`src/rtl/tw_pkg.sv`:
```
package tw_pkg;

  typedef enum logic [2:0] {
    ST_IDLE,
    ST_DIR,
    ST_ADDR,
    ST_WDATA,
    ST_STOP,
    ST_RDATA,
    ST_GAP
  } tw_state_e;

  // An address may be staged only when it maps to storage that is not status.
  function automatic logic tw_is_writable(input int unsigned addr,
                                          input int unsigned nregs,
                                          input int unsigned stat_lo,
                                          input int unsigned stat_hi);
    return (addr < nregs) && (addr != stat_lo) && (addr != stat_hi);
  endfunction

  // Lowest bit position of register byte idx within the flat vector.
  function automatic int unsigned tw_lane(input int unsigned idx,
                                          input int unsigned width);
    return idx * width;
  endfunction

endpackage

```
`src/rtl/tw_edge_sync.sv`:
```
module tw_edge_sync #(
  parameter int unsigned W = 1,
  parameter int unsigned STAGES = 2,
  parameter logic [W-1:0] RST_VAL = '1
) (
  input  logic         clk,
  input  logic         rst_n,
  input  logic [W-1:0] d_in,
  output logic [W-1:0] lvl,
  output logic [W-1:0] rise,
  output logic [W-1:0] fall
);

  logic [STAGES-1:0][W-1:0] pipe_q;
  logic [W-1:0]             prev_q;

  always_ff @(posedge clk or negedge rst_n) begin
    if (!rst_n) begin
      for (int i = 0; i < int'(STAGES); i++) pipe_q[i] <= RST_VAL;
      prev_q <= RST_VAL;
    end else begin
      pipe_q[0] <= d_in;
      for (int i = 1; i < int'(STAGES); i++) pipe_q[i] <= pipe_q[i-1];
      prev_q <= pipe_q[STAGES-1];
    end
  end

  assign lvl  = pipe_q[STAGES-1];
  assign rise = pipe_q[STAGES-1] & ~prev_q;
  assign fall = ~pipe_q[STAGES-1] & prev_q;

endmodule

```
`src/rtl/tw_frame_fsm.sv`:
```
module tw_frame_fsm
  import tw_pkg::*;
#(
  parameter int unsigned ADDR_W = 5,
  parameter int unsigned DATA_W = 8,
  localparam int unsigned CNT_W = $clog2(DATA_W + 2)
) (
  input  logic              clk,
  input  logic              rst_n,
  input  logic              en_low,
  input  logic              sck_rise,
  input  logic              sck_fall,
  input  logic              si_lvl,
  input  logic [DATA_W-1:0] rd_byte,
  output logic [ADDR_W-1:0] rd_addr,
  output logic              so_o,
  output logic              so_oe,
  output logic              stage_pulse,
  output logic [ADDR_W-1:0] stage_addr,
  output logic [DATA_W-1:0] stage_data
);

  tw_state_e         state_q;
  logic [CNT_W-1:0]  cnt_q;
  logic [ADDR_W-1:0] addr_q;
  logic [DATA_W-1:0] data_q;
  logic [DATA_W-1:0] rd_q;
  logic              is_rd_q;
  logic              stop1_q;

  // Address as it will stand once the bit now on si is shifted in.
  assign rd_addr    = {addr_q[ADDR_W-2:0], si_lvl};
  assign stage_addr = addr_q;
  assign stage_data = data_q;

  always_ff @(posedge clk or negedge rst_n) begin
    if (!rst_n) begin
      state_q     <= ST_IDLE;
      cnt_q       <= '0;
      addr_q      <= '0;
      data_q      <= '0;
      rd_q        <= '0;
      is_rd_q     <= 1'b0;
      stop1_q     <= 1'b0;
      so_o        <= 1'b0;
      so_oe       <= 1'b0;
      stage_pulse <= 1'b0;
    end else if (!en_low) begin
      state_q     <= ST_IDLE;
      cnt_q       <= '0;
      so_o        <= 1'b0;
      so_oe       <= 1'b0;
      stage_pulse <= 1'b0;
    end else begin
      stage_pulse <= 1'b0;
      if (sck_fall) begin
        unique case (state_q)
          ST_IDLE: if (!si_lvl) state_q <= ST_DIR;
          ST_DIR: begin
            is_rd_q <= si_lvl;
            cnt_q   <= '0;
            state_q <= ST_ADDR;
          end
          ST_ADDR: begin
            addr_q <= rd_addr;
            if (cnt_q == CNT_W'(ADDR_W - 1)) begin
              cnt_q <= '0;
              if (is_rd_q) begin
                rd_q    <= rd_byte;
                state_q <= ST_RDATA;
              end else begin
                state_q <= ST_WDATA;
              end
            end else begin
              cnt_q <= cnt_q + 1'b1;
            end
          end
          ST_WDATA: begin
            data_q <= {data_q[DATA_W-2:0], si_lvl};
            if (cnt_q == CNT_W'(DATA_W - 1)) begin
              cnt_q   <= '0;
              state_q <= ST_STOP;
            end else begin
              cnt_q <= cnt_q + 1'b1;
            end
          end
          ST_STOP: begin
            if (cnt_q == '0) begin
              stop1_q <= si_lvl;
              cnt_q   <= 1'b1;
            end else begin
              stage_pulse <= stop1_q & si_lvl;
              cnt_q       <= '0;
              state_q     <= ST_GAP;
            end
          end
          ST_GAP: if (si_lvl) state_q <= ST_IDLE;
          default: ;
        endcase
      end else if (sck_rise && state_q == ST_RDATA) begin
        if (cnt_q < CNT_W'(DATA_W)) begin
          so_o  <= rd_q[DATA_W-1];
          so_oe <= 1'b1;
          rd_q  <= {rd_q[DATA_W-2:0], 1'b0};
          cnt_q <= cnt_q + 1'b1;
        end else begin
          so_o    <= 1'b0;
          so_oe   <= 1'b0;
          cnt_q   <= '0;
          state_q <= ST_GAP;
        end
      end
    end
  end

endmodule

```
`src/rtl/tw_reg_bank.sv`:
```
module tw_reg_bank
  import tw_pkg::*;
#(
  parameter int unsigned NUM_REGS = 23,
  parameter int unsigned DATA_W = 8,
  parameter int unsigned ADDR_W = 5,
  parameter int unsigned STAT_LO = 12,
  parameter int unsigned STAT_HI = 13,
  localparam int unsigned FLAT_W = NUM_REGS * DATA_W
) (
  input  logic                clk,
  input  logic                rst_n,
  input  logic                stage_pulse,
  input  logic [ADDR_W-1:0]   stage_addr,
  input  logic [DATA_W-1:0]   stage_data,
  input  logic                commit_pulse,
  input  logic [ADDR_W-1:0]   rd_addr,
  input  logic [2*DATA_W-1:0] status_in,
  output logic [DATA_W-1:0]   rd_byte,
  output logic [FLAT_W-1:0]   live_flat,
  output logic [NUM_REGS-1:0] pend_mask
);

  for (genvar g = 0; g < int'(NUM_REGS); g++) begin : g_reg
    if (g == int'(STAT_LO) || g == int'(STAT_HI)) begin : g_stat
      assign live_flat[tw_lane(g, DATA_W) +: DATA_W] = '0;
      assign pend_mask[g] = 1'b0;
    end else begin : g_rw
      logic [DATA_W-1:0] shadow_q;
      logic [DATA_W-1:0] live_q;
      logic              pend_q;
      logic              hit;
      logic [DATA_W-1:0] fold;

      assign hit  = stage_pulse && (int'(stage_addr) == g);
      // The single-bit register keeps only the leading data bit.
      assign fold = (g == 0) ? {{(DATA_W-1){1'b0}}, stage_data[DATA_W-1]}
                             : stage_data;

      always_ff @(posedge clk or negedge rst_n) begin
        if (!rst_n) begin
          shadow_q <= '0;
          live_q   <= '0;
          pend_q   <= 1'b0;
        end else if (commit_pulse) begin
          if (pend_q) live_q <= shadow_q;
          pend_q <= 1'b0;
        end else if (hit) begin
          shadow_q <= fold;
          pend_q   <= 1'b1;
        end
      end

      assign live_flat[tw_lane(g, DATA_W) +: DATA_W] = live_q;
      assign pend_mask[g] = pend_q;
    end
  end

  always_comb begin
    int unsigned a;
    a = int'(rd_addr);
    rd_byte = '0;
    if (a == 0)            rd_byte = {live_flat[0], {(DATA_W-1){1'b0}}};
    else if (a == STAT_LO) rd_byte = status_in[DATA_W-1:0];
    else if (a == STAT_HI) rd_byte = status_in[2*DATA_W-1:DATA_W];
    else if (a < NUM_REGS) rd_byte = live_flat[tw_lane(a, DATA_W) +: DATA_W];
  end

endmodule

```
`src/rtl/tw_reg_slave.sv`:
```
module tw_reg_slave
  import tw_pkg::*;
#(
  parameter int unsigned NUM_REGS = 23,
  parameter int unsigned DATA_W = 8,
  parameter int unsigned ADDR_W = 5,
  parameter int unsigned STAT_LO = 12,
  parameter int unsigned STAT_HI = 13,
  parameter int unsigned SYNC_STAGES = 2,
  localparam int unsigned FLAT_W = NUM_REGS * DATA_W
) (
  input  logic                clk,
  input  logic                rst_n,
  input  logic                sck,
  input  logic                si,
  input  logic                en_n,
  input  logic [2*DATA_W-1:0] status_in,
  output logic                so_o,
  output logic                so_oe,
  output logic [FLAT_W-1:0]   live_regs
);

  logic [2:0] pin_lvl, pin_rise, pin_fall;

  tw_edge_sync #(.W(3), .STAGES(SYNC_STAGES), .RST_VAL(3'b111)) u_sync (
    .clk  (clk),
    .rst_n(rst_n),
    .d_in ({en_n, si, sck}),
    .lvl  (pin_lvl),
    .rise (pin_rise),
    .fall (pin_fall)
  );

  // Named internal events, watched by the bound checker.
  logic                en_low, sck_rise, sck_fall, si_lvl, commit_pulse;
  logic                stage_pulse;
  logic [ADDR_W-1:0]   stage_addr, rd_addr;
  logic [DATA_W-1:0]   stage_data, rd_byte;
  logic [NUM_REGS-1:0] pend_mask;
  logic [FLAT_W-1:0]   live_flat;
  logic                unused_edges;

  assign en_low       = ~pin_lvl[2];
  assign commit_pulse = pin_rise[2];
  assign si_lvl       = pin_lvl[1];
  assign sck_rise     = pin_rise[0];
  assign sck_fall     = pin_fall[0];
  assign unused_edges = ^{pin_fall[2:1], pin_rise[1], pin_lvl[0]};

  tw_frame_fsm #(.ADDR_W(ADDR_W), .DATA_W(DATA_W)) u_frame (
    .clk        (clk),
    .rst_n      (rst_n),
    .en_low     (en_low),
    .sck_rise   (sck_rise),
    .sck_fall   (sck_fall),
    .si_lvl     (si_lvl),
    .rd_byte    (rd_byte),
    .rd_addr    (rd_addr),
    .so_o       (so_o),
    .so_oe      (so_oe),
    .stage_pulse(stage_pulse),
    .stage_addr (stage_addr),
    .stage_data (stage_data)
  );

  tw_reg_bank #(
    .NUM_REGS(NUM_REGS), .DATA_W(DATA_W), .ADDR_W(ADDR_W),
    .STAT_LO(STAT_LO), .STAT_HI(STAT_HI)
  ) u_bank (
    .clk         (clk),
    .rst_n       (rst_n),
    .stage_pulse (stage_pulse),
    .stage_addr  (stage_addr),
    .stage_data  (stage_data),
    .commit_pulse(commit_pulse),
    .rd_addr     (rd_addr),
    .status_in   (status_in),
    .rd_byte     (rd_byte),
    .live_flat   (live_flat),
    .pend_mask   (pend_mask)
  );

  assign live_regs = live_flat;

endmodule

```
`config.mk`:
```
export PLATFORM = sky130hd
export DESIGN_NAME = tw_reg_slave
export DESIGN_NICKNAME = d
export VERILOG_FILES = /design/src/rtl/tw_pkg.sv /design/src/rtl/tw_edge_sync.sv /design/src/rtl/tw_frame_fsm.sv /design/src/rtl/tw_reg_bank.sv /design/src/rtl/tw_reg_slave.sv
export SDC_FILE = /design/constraint.sdc
export NUM_CORES = 1
export LEC_CHECK = 0
export BUFFER_PORTS_ARGS = -buffer_cell sky130_fd_sc_hd__buf_2
export CAP_MARGIN = 5
export CELL_PAD_IN_SITES_DETAIL_PLACEMENT = 1
export CELL_PAD_IN_SITES_GLOBAL_PLACEMENT = 2
export CORE_ASPECT_RATIO = 1.25
export CORE_UTILIZATION = 28
export DETAILED_ROUTE_END_ITERATION = 7
export GPL_TIMING_DRIVEN = 1
export HOLD_SLACK_MARGIN = 0.12
export PLACE_DENSITY_LB_ADDON = 0.1
export RECOVER_POWER = 50
export SETUP_SLACK_MARGIN = 0.2
export SLEW_MARGIN = 25
export SYNTH_ARGS = -nofsm -noshare
export SYNTH_HDL_FRONTEND = slang
export SYNTH_SLANG_ARGS = --single-unit
```
`constraint.sdc`:
```
create_clock -name clk -period 2.25 [get_ports clk]
set_input_delay 0.225 -clock clk [delete_from_list [all_inputs] [get_ports clk]]
set_output_delay 0.225 -clock clk [all_outputs]
set_load 0.02 [all_outputs]
```
Word-level counts from Yosys, hierarchy flattened
Cells that the tools add are included.
W data, S select, Z words.
{"block": "totals", "out_inout_bits": 186, "register_bits": 385}
{"block": "classes", "shifts": 1, "n_reduce_logical": 101, "n_addsub": 1, "eq_ne": 42, "n_bitwise": 7, "muxes": 83, "magnitude_cmp": 2}
{"cell": "$shiftx A184 B9 Y8", "count": 1}
{"cell": "$reduce_and A2 Y1", "count": 44}
{"cell": "$mux W8", "count": 10}
{"cell": "$eq A5 B5 Y1 const B", "count": 13}
{"cell": "$mux W1", "count": 55}
{"cell": "$reduce_bool A2 Y1", "count": 24}
{"cell": "$eq A5 B4 Y1 const B", "count": 6}
{"cell": "$mux W3", "count": 10}
{"cell": "$mux W4", "count": 6}
{"cell": "$logic_and A1 B1 Y1", "count": 22}
{"cell": "$pmux W3 S6", "count": 1}
{"cell": "$pmux W4 S4", "count": 1}
{"cell": "$ne A4 B4 Y1 const B", "count": 3}
{"cell": "$eq A5 B3 Y1 const B", "count": 2}
{"cell": "$logic_not A5 Y1", "count": 2}
{"cell": "$eq A3 B3 Y1 const B", "count": 3}
{"cell": "$reduce_and A3 Y1", "count": 3}
{"cell": "$eq A4 B3 Y1 const B", "count": 2}
{"cell": "$ne A2 B1 Y1 const B", "count": 4}
{"cell": "$ne A4 B3 Y1 const B", "count": 2}
{"cell": "$ne A8 B1 Y1 const B", "count": 1}
{"cell": "$reduce_and A8 Y1", "count": 1}
{"cell": "$eq A3 B2 Y1 const B", "count": 2}
{"cell": "$ne A6 B1 Y1 const B", "count": 1}
{"cell": "other kinds (15)", "count": 18}

Depth between registers and ports, before layout
{"block": "logic_depth", "depth_word": 9, "ltp_mapped": 9, "depth_no_buf": 7}

Hierarchy
From an unflattened synthesis, not the netlist that was laid out.
{"block": "unflattened", "cells_unflattened": 1225, "area_unflattened_um2": 17100.2}
{"mod": "tw_reg_bank", "instances": 1, "seq_area_each_um2": 8583.2, "cells_each": 1051, "area_per_inst_um2": 15021.9}
{"mod": "tw_frame_fsm", "instances": 1, "seq_area_each_um2": 825.8, "cells_each": 155, "area_per_inst_um2": 1762.9}
{"mod": "tw_edge_sync", "instances": 1, "seq_area_each_um2": 236.5, "cells_each": 18, "area_per_inst_um2": 311.5}
{"mod": "tw_reg_slave", "instances": 1, "seq_area_each_um2": 0.0, "cells_each": 1, "area_per_inst_um2": 3.8}

Least setup slack after synthesis
No wires, ideal clock.
{"block": "synth_timing", "path_type": "register to register", "start": "reg u_sync.pipe_q, in the netlist u_sync.lvl[1]", "end": "reg u_frame.rd_q[0]", "arrival_time_ns": 1.815, "path_stages_with_launch": 8, "slack_ns": 0.287, "period_less_slack_ns": 1.963, "path_buffers": 2, "required_time_ns": 2.102, "setup_time_ns": 0.148, "cell_sequence": "dfstp_2 > buf_6 > buf_6 > mux4_2 > nor2_1 > nor2_1 > a211oi_1 > o32ai_2"}
{"block": "synth_between", "elab_chain_len": 9, "word_cells_on_any_way": 13, "cone_classes": "order compare: 1; eq/ne: 2; shift: 1; mux: 8; reduce/logical: 1"}
{"item": "start: declaration", "line_no": "tw_edge_sync.sv:14", "source": "logic [STAGES-1:0][W-1:0] pipe_q;"}
{"item": "$shiftx A184 B9 Y8 / $lt A5 B5 Y1 (equally long branches)", "line_no": "tw_reg_bank.sv:66", "source": "else if (a < NUM_REGS) rd_byte = live_flat[tw_lane(a, DATA_W) +: DATA_W];"}
{"item": "$mux W8", "line_no": "tw_reg_bank.sv:66"}
{"item": "$mux W8", "line_no": "tw_reg_bank.sv:65", "source": "else if (a == STAT_HI) rd_byte = status_in[2*DATA_W-1:DATA_W];"}
{"item": "$mux W8", "line_no": "tw_reg_bank.sv:64", "source": "else if (a == STAT_LO) rd_byte = status_in[DATA_W-1:0];"}
{"item": "$mux W8 *", "line_no": "tw_reg_bank.sv:63", "source": "if (a == 0) rd_byte = {live_flat[0], {(DATA_W-1){1'b0}}};"}
{"item": "$mux W8 *", "line_no": "tw_frame_fsm.sv:68", "source": "if (is_rd_q) begin"}
{"item": "$mux W8 *", "line_no": "tw_frame_fsm.sv:66", "source": "if (cnt_q == CNT_W'(ADDR_W - 1)) begin"}
{"item": "$mux W8 *", "line_no": "tw_frame_fsm.sv:57", "source": "unique case (state_q)"}
{"item": "$mux W8 *", "line_no": "tw_frame_fsm.sv:56", "source": "if (sck_fall) begin"}
{"item": "end signal: assignment", "line_no": "tw_frame_fsm.sv:69", "source": "rd_q <= rd_byte;"}
{"item": "end signal: assignment", "line_no": "tw_frame_fsm.sv:104", "source": "rd_q <= {rd_q[DATA_W-2:0], 1'b0};"}
{"item": "end: declaration", "line_no": "tw_frame_fsm.sv:27", "source": "logic [DATA_W-1:0] rd_q;"}
Every way passes the cells marked *; elsewhere a longest branch is shown, timed or not. The select of a mux whose other input is x is not followed.
A chain may end at the register's enable or synchronous reset.

Worst setup path in the final report
{"block": "layout_timing", "start": "reg u_sync.pipe_q, in the netlist u_sync.lvl[1]", "end": "reg u_frame.rd_q[3]"}
The elaborated chain is that of the path after synthesis.

==> flow_summary_export.csv <==
group,metric,value,unit
sta,worst_pin_slew,1.20,ns
critical_path,r2r_end,"u_frame.rd_q[3]",
logic_synthesis,synth_top_area_cell,"dfrtp_1",
logic_synthesis,yosysSeqAreaShare,58.2,%
critical_path,critPathRequiredTime,2.70,ns
logic_synthesis,ys_seq_elements,384,
logic_synthesis,synthAdderAreaFrac,0.227,%
clock_tree,h-tree-depth,2,
min_path,worstHoldStart,"status_in[7]",
sta,setup_viol,0,
critical_path,max_stage_delay,0.67,ns
critical_path,worstSetupStartpointType,"flop",
global_routing,antenna_found_initial,1,
min_path,min_to,"u_frame.rd_q[7]",
critical_path,rr_worst_depth,8,
logic_synthesis,yosysUniqueCellTypes,60,
min_path,hold_class,"in2reg",
clock_tree,cts_buffer_depth,3,
floorplan,dieArea,60000,um^2
sta,setup_slack,0.0313,ns
floorplan,num_io_pins,207,
global_routing,grt_max_degree,72,
final_layout,register_area,9630,um^2
detailed_routing,drt-total-wl,57300,um
sta,hold_viol,0,
sta,min_period,2.22,ns
critical_path,critPathMaxFanout,5,
detailed_routing,drtPass1Iterations,4,
detailed_routing,postRouteAntennaNets,0,
power,p_leak,10.4,nW
sta,hold_slack,0.213,ns
logic_synthesis,ys_top_cells_by_count,"dfrtp_1 (376), mux2_2 (343), nand2_1 (60), nor2_1 (36), buf_4 (31)",
critical_path,critPathCaptureType,"flop",
sta,maxSlewViolCount,0,
power,power.density,794,nW/um^2
critical_path,path_cells,"buf_6, buf_12, buf_4, mux4_2, o21ai_2, a21oi_2, nor3_2, o31ai_1",
logic_synthesis,synth_edf_count,0,
power,peakVddDrop,484,uV
min_path,whs_path_depth,5,
critical_path,worst-path-buf-inv,3,
detailed_routing,drt_iter0_drc,380,
clock_tree,cts_tree,"done",
critical_path,crit_slowest_cell,"dfstp_4",
sta,period_share,98.6,%
logic_synthesis,synth_area_per_cell,14.4,um^2
floorplan,start_util,28.3,%
logic_synthesis,synth_top_family_by_area,"multiplexers",
logic_synthesis,synth_compound_area_share,4.25,%
critical_path,arrival,2.67,ns
logic_synthesis,ys_top_cells_by_area,"dfrtp_1 (57%), mux2_2 (23%), mux4_2 (2.3%), buf_4 (1.4%), nand2_1 (1.4%)",
final_layout,area_delta_synth_final,26.0,%
logic_synthesis,ys_async_sr_fraction,100,%
place,io_buffer_count,183,
logic_synthesis,synth_mux_area_share,28.4,%
logic_synthesis,yosysMostFrequentCell,"dfrtp_1",
run_status,outcome,"completed",
sta,finClkSkew,0.0152,ns
sta,max_freq,451,MHz
critical_path,timing.rr.start,"u_sync.lvl[1]",
global_routing,track_usage,19.4,%
floorplan,num_rows,99,
place,place_ws,-0.0829,ns
final_layout,drive_gt1_share,49.4,%
final_layout,fillers,6182,
clock_tree,clk_latency,0.57,ns
clock_tree,clk_pin_slew,0.06,ns
flow_run,max_cap_viol_count,0,
floorplan,die_w,219,um
floorplan,die_h,274,um
detailed_routing,routedWlPerCell,25.6,um
global_routing,grt_pass1_wl,83700,um
detailed_routing,via_per_inst,4.80,
place,dpl.hpwl,40400,um
logic_synthesis,syn-cell-area,16500,um^2
logic_synthesis,syn_inst,1151,
critical_path,path_delay_family,"flip-flops",
logic_synthesis,synth-simple-area-share,5.81,%
detailed_routing,drc,0,
logic_synthesis,synthFlopType,"dfrtp_1",
logic_synthesis,yosysWarnings,0,
global_routing,grt_pass1_vias,11700,
logic_synthesis,synth_top_area_share,56.9,%
detailed_routing,dr_total_vias,10700,
final_layout,nNetsFinal,1475,
floorplan,coreArea,58300,um^2
sta,maxSlewHeadroom,20.3,%
clock_tree,clock_sinks,384,
place,gp_congestion,0.767,
logic_synthesis,synth-xor-area-share,0,%
clock_tree,cts_root_buf,"clkbuf_16",
clock_tree,cts_made_buffers,43,
critical_path,path_class,"reg2reg",
global_routing,overflow,0,
sta,rsz0062_at_grt,"true",
final_layout,multiInputGateArea,6690,um^2
critical_path,r2r_slack,0.03,ns
sta,fin_tns_setup,0,ns
-- per-layer routing --
| metal | part of all wire [%] | up-vias | global-route usage [%] |
|---|---|---|---|
| met5 | 0 | - | 0 |
| met3 | 2.9 | 72 | 2.61 |
| met2 | 51 | 197 | 33.9 |
| li1 | - | 4732 | - |
| met4 | 2.3 | 0 | 5.63 |
| met1 | 43 | 5744 | 24.7 |
-- cells in the final DEF, fill, tap and decap left out, types with 18 or more instances in the layout --
cell type / instances
nor2_1: 32
mux2_2: 341
a21oi_1: 18
mux4_2: 20
buf_2: 113
buf_12: 19
mux2i_1: 20
dfrtp_1: 373
clkbuf_1: 81
buf_4: 77
nand2_1: 44
conb_1: 23
clkbuf_16: 45
-- state kept, by name (all words and copies together) (netlist names) --
name	flops
u_frame.is_rd_q	1
u_frame.state_q	3
u_frame.so_oe	1
u_sync.lvl	3
u_bank.g.g_rw.pend_q	21
u_frame.so_o	1
u_frame.rd_q	8
u_bank.g.g_rw.shadow_q	161
u_sync.pipe_q	3
u_frame.stop1_q	1
u_frame.stage_data	8
u_bank.g.g_rw.live_q	161
u_sync.prev_q	2
u_frame.stage_addr	5
u_frame.cnt_q	4
u_frame.stage_pulse	1
-- final cells by class --
type                    instances  share of cell area (%)
flip-flops and latches        384                    46.2
multi-input cells             703                    32.1
repair buffers                310                    10.3
clock buffers                  66                    6.16
well taps                     757                    4.55
clock inverters                10                   0.499
inverters                       9                   0.162
diodes                          1                  0.0120
-- metrics by stage --
stage | cells | instance area (um^2) | util, % | power [mW]
6_report | 2240 | 20800 | 35.7 | 16.5
5_1_grt | 2239 | 20800 | 35.7 | 17.2
4_1_cts | 2222 | 20600 | 35.3 | 16.7
3_5_place_dp | 2129 | 18900 | 32.5 | 9.45
3_3_place_gp | 2129 | 18900 | 32.5 | 9.43
2_1_floorplan | 1173 | 16600 | - | 8.47
-- timing repair --
action | in CTS | in global routing
gates resized for setup | 29 | 46
endpoints found under the hold margin | 320 | 0
hold buffers | 12 | 0
gates cloned | 1 | 2
setup endpoints to repair | 75 | 128
buffers inserted | 4 | 15
pin swaps | 7 | 21
-- worst register-to-register path: cells and delay by family, from the launching register on --
| kind | cells | cell delay [ns] |
|---|---|---|
| AO/OA/AOI/OAI | 3 | 0.34 |
| multiplexers | 1 | 0.54 |
| flip-flops | 1 | 0.67 |
| AND/OR/NAND/NOR | 1 | 0.20 |
| buffers and inverters | 3 | 0.35 |
-- how the worst max path moves through the flow --
stage                       start               to  slack, ns  cells past startpoint
floorplan           u_sync.lvl[1]  u_frame.rd_q[0]       0.29                      7
global placement    u_sync.lvl[1]  u_frame.rd_q[5]      -0.16                      6
detailed placement  u_sync.lvl[1]  u_frame.rd_q[5]      -0.08                      6
CTS                 u_sync.lvl[1]  u_frame.rd_q[0]       0.07                      8
global route        u_sync.lvl[1]  u_frame.rd_q[3]      -0.03                      8
finish              u_sync.lvl[1]  u_frame.rd_q[3]       0.03                      8
-- cells by family after synthesis --
group,Yosys count
AOI/OAI and AO/OA,103
adders and majority gates,3
buffers and inverters,86
DFF,384
muxes,392
other,1
and+or+nand+nor,182
-- power by group --
part | switching, mW | internal (mW)
Sequential | 0.221 | 7.06
Combinational | 1.32 | 0.895
Clock | 2.90 | 4.14
Total | 4.44 | 12.1
Power figures use the tool's default switching activity.
